`src/rtl/agu_pkg.sv`:
```
package agu_pkg;

  typedef enum logic [1:0] {
    AM_LINEAR = 2'd0,
    AM_CIRC   = 2'd1,
    AM_BITREV = 2'd2,
    AM_SPARE  = 2'd3
  } agu_mode_e;

  typedef enum logic [2:0] {
    FLD_PTR  = 3'd0,
    FLD_BASE = 3'd1,
    FLD_LEN  = 3'd2,
    FLD_STEP = 3'd3,
    FLD_MODE = 3'd4
  } agu_field_e;

endpackage

```
`src/rtl/agu_bitrev.sv`:
```
module agu_bitrev #(
  parameter int AW = 16
) (
  input  logic [AW-1:0] idx_i,
  input  logic [AW-1:0] len_i,
  output logic [AW-1:0] rev_o
);
  localparam int KW = $clog2(AW + 1);

  logic [KW-1:0] width_k;
  logic [KW-1:0] shamt;
  logic [AW-1:0] rev_full;

  // log2 of a power-of-two length: index of the highest set bit
  always_comb begin
    width_k = '0;
    for (int i = 0; i < AW; i++) begin
      if (len_i[i]) width_k = KW'(i);
    end
  end

  always_comb begin
    for (int i = 0; i < AW; i++) begin
      rev_full[i] = idx_i[AW-1-i];
    end
  end

  assign shamt = KW'(AW) - width_k;
  assign rev_o = rev_full >> shamt;

endmodule

```
`src/rtl/agu_next.sv`:
```
module agu_next
  import agu_pkg::*;
#(
  parameter int AW = 16
) (
  input  logic [AW-1:0] ptr_i,
  input  logic [AW-1:0] base_i,
  input  logic [AW-1:0] len_i,
  input  logic [AW-1:0] step_i,
  input  agu_mode_e     mode_i,
  output logic [AW-1:0] addr_o,
  output logic [AW-1:0] next_o
);
  localparam int EW = AW + 3;

  logic [AW-1:0]        rev_off;
  logic [AW-1:0]        lin_next;
  logic [AW-1:0]        br_next;
  logic signed [EW-1:0] sum_x;
  logic signed [EW-1:0] lo_x;
  logic signed [EW-1:0] hi_x;
  logic signed [EW-1:0] len_x;
  logic signed [EW-1:0] circ_x;

  agu_bitrev #(.AW(AW)) u_rev (
    .idx_i (ptr_i),
    .len_i (len_i),
    .rev_o (rev_off)
  );

  assign lin_next = ptr_i + step_i;
  assign br_next  = (ptr_i + AW'(1)) & (len_i - AW'(1));

  // circular: widened signed sum, one correction by length
  always_comb begin
    sum_x = {3'b000, ptr_i} + {{3{step_i[AW-1]}}, step_i};
    lo_x  = {3'b000, base_i};
    len_x = {3'b000, len_i};
    hi_x  = lo_x + len_x;
    if (!step_i[AW-1] && (sum_x >= hi_x)) begin
      circ_x = sum_x - len_x;
    end else if (step_i[AW-1] && (sum_x < lo_x)) begin
      circ_x = sum_x + len_x;
    end else begin
      circ_x = sum_x;
    end
  end

  always_comb begin
    unique case (mode_i)
      AM_CIRC: begin
        addr_o = ptr_i;
        next_o = circ_x[AW-1:0];
      end
      AM_BITREV: begin
        addr_o = base_i + rev_off;
        next_o = br_next;
      end
      default: begin
        addr_o = ptr_i;
        next_o = lin_next;
      end
    endcase
  end

endmodule

```
`src/rtl/agu_chan.sv`:
```
module agu_chan
  import agu_pkg::*;
#(
  parameter int AW = 16,
  parameter int FW = 3
) (
  input  logic          clk,
  input  logic          srst_n,
  input  logic          wr_en,
  input  logic [FW-1:0] wr_field,
  input  logic [AW-1:0] wr_data,
  input  logic          adv,
  output logic [AW-1:0] ptr_q,
  output logic [AW-1:0] base_q,
  output logic [AW-1:0] len_q,
  output logic [AW-1:0] step_q,
  output agu_mode_e     mode_q,
  output logic [AW-1:0] addr
);
  logic [AW-1:0] upd_ptr;
  logic [AW-1:0] ptr_d;
  logic          ptr_ce, base_ce, len_ce, step_ce, mode_ce;

  agu_next #(.AW(AW)) u_next (
    .ptr_i  (ptr_q),
    .base_i (base_q),
    .len_i  (len_q),
    .step_i (step_q),
    .mode_i (mode_q),
    .addr_o (addr),
    .next_o (upd_ptr)
  );

  // next state: a pointer write overrides the strobe update
  always_comb begin
    base_ce = wr_en && (wr_field == FW'(FLD_BASE));
    len_ce  = wr_en && (wr_field == FW'(FLD_LEN));
    step_ce = wr_en && (wr_field == FW'(FLD_STEP));
    mode_ce = wr_en && (wr_field == FW'(FLD_MODE));
    ptr_ce  = adv || (wr_en && (wr_field == FW'(FLD_PTR)));
    ptr_d   = upd_ptr;
    if (wr_en && (wr_field == FW'(FLD_PTR))) ptr_d = wr_data;
  end

  always_ff @(posedge clk or negedge srst_n) begin
    if (!srst_n) begin
      ptr_q  <= '0;
      base_q <= '0;
      len_q  <= '0;
      step_q <= '0;
      mode_q <= AM_LINEAR;
    end else begin
      if (ptr_ce)  ptr_q  <= ptr_d;
      if (base_ce) base_q <= wr_data;
      if (len_ce)  len_q  <= wr_data;
      if (step_ce) step_q <= wr_data;
      if (mode_ce) mode_q <= agu_mode_e'(wr_data[1:0]);
    end
  end

endmodule

```
`src/rtl/agu_core.sv`:
```
module agu_core
  import agu_pkg::*;
#(
  parameter int NCH = 4,
  parameter int AW  = 16,
  parameter int FW  = 3,
  localparam int SW = (NCH > 1) ? $clog2(NCH) : 1
) (
  input  logic          clk,
  input  logic          rst_n,
  input  logic          cfg_we,
  input  logic [SW-1:0] cfg_sel,
  input  logic [FW-1:0] cfg_field,
  input  logic [AW-1:0] cfg_wdata,
  input  logic          acc_en,
  input  logic [SW-1:0] acc_sel,
  output logic [AW-1:0] addr_o,
  output logic          addr_vld
);
  logic [1:0]                 rst_sync;
  logic                       srst_n;
  logic [NCH-1:0][AW-1:0]     ptr_all;
  logic [NCH-1:0][AW-1:0]     base_all;
  logic [NCH-1:0][AW-1:0]     len_all;
  logic [NCH-1:0][AW-1:0]     step_all;
  logic [NCH-1:0][1:0]        mode_all;
  logic [NCH-1:0][AW-1:0]     addr_all;

  // asynchronous assert, synchronous release
  always_ff @(posedge clk or negedge rst_n) begin
    if (!rst_n) rst_sync <= 2'b00;
    else        rst_sync <= {rst_sync[0], 1'b1};
  end
  assign srst_n = rst_sync[1];

  for (genvar c = 0; c < NCH; c++) begin : g_ch
    agu_mode_e mode_c;
    agu_chan #(.AW(AW), .FW(FW)) u_ch (
      .clk      (clk),
      .srst_n   (srst_n),
      .wr_en    (cfg_we && (cfg_sel == SW'(c))),
      .wr_field (cfg_field),
      .wr_data  (cfg_wdata),
      .adv      (acc_en && (acc_sel == SW'(c))),
      .ptr_q    (ptr_all[c]),
      .base_q   (base_all[c]),
      .len_q    (len_all[c]),
      .step_q   (step_all[c]),
      .mode_q   (mode_c),
      .addr     (addr_all[c])
    );
    assign mode_all[c] = mode_c;
  end

  assign addr_o   = addr_all[acc_sel];
  assign addr_vld = acc_en;

endmodule

```
`config.mk`:
```
export PLATFORM = sky130hd
export DESIGN_NAME = agu_core
export DESIGN_NICKNAME = d
export VERILOG_FILES = /design/src/rtl/agu_pkg.sv /design/src/rtl/agu_bitrev.sv /design/src/rtl/agu_next.sv /design/src/rtl/agu_chan.sv /design/src/rtl/agu_core.sv
export SDC_FILE = /design/constraint.sdc
export NUM_CORES = 2
export LEC_CHECK = 0
export BUFFER_PORTS_ARGS = -buffer_cell sky130_fd_sc_hd__buf_4
export CORE_UTILIZATION = 40
export CTS_CLUSTER_DIAMETER = 30
export DETAILED_ROUTE_END_ITERATION = 7
export HOLD_SLACK_MARGIN = 0.1
export SKIP_CTS_REPAIR_TIMING = 1
export SYNTH_ARGS = -nofsm -noshare
export SYNTH_HDL_FRONTEND = slang
export SYNTH_SLANG_ARGS = --single-unit
export TNS_END_PERCENT = 1
```
`constraint.sdc`:
```
create_clock -name clk -period 8.4 [get_ports clk]
set_input_delay 1.68 -clock clk [delete_from_list [all_inputs] [get_ports clk]]
set_output_delay 1.68 -clock clk [all_outputs]
set_load 0.005 [all_outputs]
```
==> summary.txt <==
Outcome
  – Status: completed

STA
  – Hold Slack: 0.3447 ns
  – Max Slew Vio Count: 0
  – Peak Freq: 123.7 MHz
  – Slew Limit Headroom: 28.49%
  – Crit share post-route: 96.21%
  – Fin. Hold Viols: 0
  – Slew @ Worst Pin: 1.072 ns
  – Tmin final: 8.081 ns
  – Clk_skew: 0.01745 ns
  – Finish-stage setup viols: 0

Setup path
  – WP buf/inv: 3
  – Slowest cell on crit path: or4_4
  – CP Capture Type: output pin
  – Crit Path Category: flop to output pin
  – Crit path max fanout: 13
  – Worst path max stage delay: 0.61 ns
  – Crit path DAT: 6.40 ns
  – Crit path launch type: flop
  – Family with the most delay on the worst path: compound AO/OA/AOI/OAI gates
  – WP data required: 6.72 ns

Logic synthesis
  – Syn nets: 4804
  – Post-synth EDFFs: 0
  – Library cells used by synthesis: 109
  – Gate count after technology mapping: 4297
  – Main synth FF type: dfrtp_1
  – Ys async rst share: 100.0%
  – Post-synthesis sequential area ratio: 18.72%
  – YS warnings: 0
  – Synth Cell Area: 35560 µm²
  – Number of synthesized register bits: 266
  – Synth Area per Inst: 8.275 µm²

CTS
  – Num CTS Buffers: 78
  – CTS tree: yes
  – Root buffer cell: clkbuf_16
  – CTS Sinks: 266
  – H-tree depth: 3
  – Clock slew at reported path FFs: 0.05 ns
  – Bufs on Longest Clock Path: 3
  – Worst-skew pair later-pin latency: 0.63 ns

Routing
  – Routed Antenna Nets: 0
  – Post-route DRC: 0
  – Routed WL: 132.2 mm
  – Pre-antenna DRT Iters: 6
  – WL/cell: 23.90 µm
  – Initial drt markers: 3740
  – Via count: 34110
  – DR vias/cell: 6.166

Die
  – Row cnt: 108
  – Core Area: 87430 µm²
  – Die Span Y: 300.1 µm
  – Chip Width: 300.1 µm
  – Top Ports: 44
  – Initial core utilization: 40.67%
  – Die area: 90090 µm²

Placement
  – HPWL after DPL: 98.53 mm
  – RD Place Congestion: 0.9560
  – Number of I/O port buffers: 43
  – Placed cell area: 37020 µm²

Cells and area
  – Area grow syn2layout: 13.03%
  – Commonest cells after routing, fill and taps aside: 457 x ha_1, 338 x nor2_1, 310 x a21oi_1
  – Final Cell Area: 40190 µm²
  – Most common cell after layout, fill and taps aside: ha_1
  – Layout cells sized above 1: 14.22%
  – # nets final: 4818

Global routing
  – First-pass GRT wire length: 200.3 mm
  – Largest net degree at the start of global routing: 143
  – Number of global-route vias before repair: 32500
  – Remaining global-route overflow: 0
  – Antenna violations before repair: 10
  – Global Route Usage Sum: 28.84%

Run
  – Max Cap Viol: 0

Hold path
  – Worst min-delay path category: flop to flop
-- area by class of cell --
class                   count  area (µm²)
diodes                      2       5.005
clock buffers              91        2136
clock inverters            53       732.0
fillers                  8582       47240
inverters                 298        1122
multi-input cells        3544       27140
flip-flops and latches    266        6664
well taps                1155        1445
repair buffers            122       939.7
repair inverters            1       7.507
-- Yosys cell counts, types with 28 or more instances --
master	number	area, µm²
mux2_2	228	2567
inv_1	296	1111
nand2b_1	44	275.3
a211oi_1	56	420.4
o211ai_1	30	225.2
o21ai_0	199	996.0
o31ai_1	28	210.2
ha_1	460	5756
a21o_1	121	908.4
nand4_1	32	200.2
a31oi_1	65	406.6
nand3_1	130	650.6
clkbuf_1	146	548.0
and3_1	55	344.1
nor2b_1	53	331.6
o21a_1	43	322.8
nand2_1	257	964.7
o22ai_1	50	312.8
xor2_1	97	849.6
nor2_1	343	1287
mux2i_1	126	1261
a21oi_1	313	1567
dfrtp_1	266	6656
o21bai_1	54	405.4
xnor2_1	183	1603
nor3_1	95	475.5
-- kinds of logic (layout without fill, tap and decap cells) --
kind of cell | Yosys count | in the layout | synth area share, %
AND/OR/NAND/NOR | 1155 | 1155 | 15.63
adder cells (fa/ha/maj) | 480 | 480 | 17.31
flip-flops | 266 | 266 | 18.72
AO/OA/AOI/OAI | 1246 | 1246 | 23.52
XOR/XNOR | 283 | 283 | 7.052
multiplexers | 379 | 379 | 12.35
other | 1 | 3 | 0.01055
buffers and inverters | 487 | 565 | 5.401
-- path summary, 6_finish.rpt --
| kind | start | endpoint | slack (ns) | cells past startpoint |
|---|---|---|---|---|
| worst min register to register | rst_sync[0] | rst_sync[1] | 0.34 | 0 |
| worst max-delay path | g_ch[2].u_ch.len_q[7] | addr_o[15] | 0.32 | 25 |
| worst max register to register | g_ch[1].u_ch.len_q[0] | g_ch[1].u_ch.ptr_q[0] | 1.87 | 23 |
| max in group asynchronous | rst_sync[1] | g_ch[2].u_ch.len_q[2] | 6.41 | 1 |
| worst min-delay path | rst_sync[0] | rst_sync[1] | 0.34 | 0 |
| min in group asynchronous | rst_sync[1] | g_ch[1].u_ch.step_q[0] | 0.45 | 0 |
-- layer usage --
metal	global-route usage (%)	up-vias	routed length [µm]
met2	45.34	1392	58600
met1	39.39	16500	57580
met3	4.870	327	10800
li1	-	15890	-
met4	10.90	4	5189
met5	0	-	21
-- metrics by stage --
| step | cells | setup slack [ns] | setup TNS, ns | util, % |
|---|---|---|---|---|
| floorplan | 4297 | 0.4380 | 0 | - |
| finish | 5532 | 0.3185 | 0 | 45.97 |
| global route | 5530 | -0.01133 | -0.01133 | 45.96 |
| detailed placement | 5368 | 0.4585 | 0 | 42.35 |
| CTS | 5512 | -0.2590 | -1.062 | 45.63 |
| global placement | 5368 | 0.5818 | 0 | 42.35 |
-- sequential cells by signal (all words and copies together), names as in the netlist --
register	cells
g_ch.u_ch.len_q	64
rst_sync	2
g_ch.u_ch.mode_q	8
g_ch.u_ch.base_q	64
g_ch.u_ch.step_q	64
g_ch.u_ch.ptr_q	64
-- worst reg2reg max path: stages (launching register included) --
cell	delay, ns
dfrtp_1	0.46
ha_1	0.27
fa_1	0.42
a21o_1	0.19
a21oi_1	0.25
o21bai_1	0.12
a21oi_1	0.25
o21bai_1	0.10
a21oi_1	0.32
o21ai_0	0.19
o41ai_1	0.46
o211a_1	0.28
xor2_1	0.15
ha_1	0.26
a2111oi_0	0.52
o21ai_0	0.20
a21oi_1	0.14
o21ai_0	0.11
and3_1	0.42
nor3_4	0.58
mux2i_1	0.15
a221oi_1	0.26
a211oi_1	0.12
a21o_1	0.19
Power is left out: the tool's default activity adds up to more than one toggle a clock period on the data nets, which glitch-free logic cannot reach.
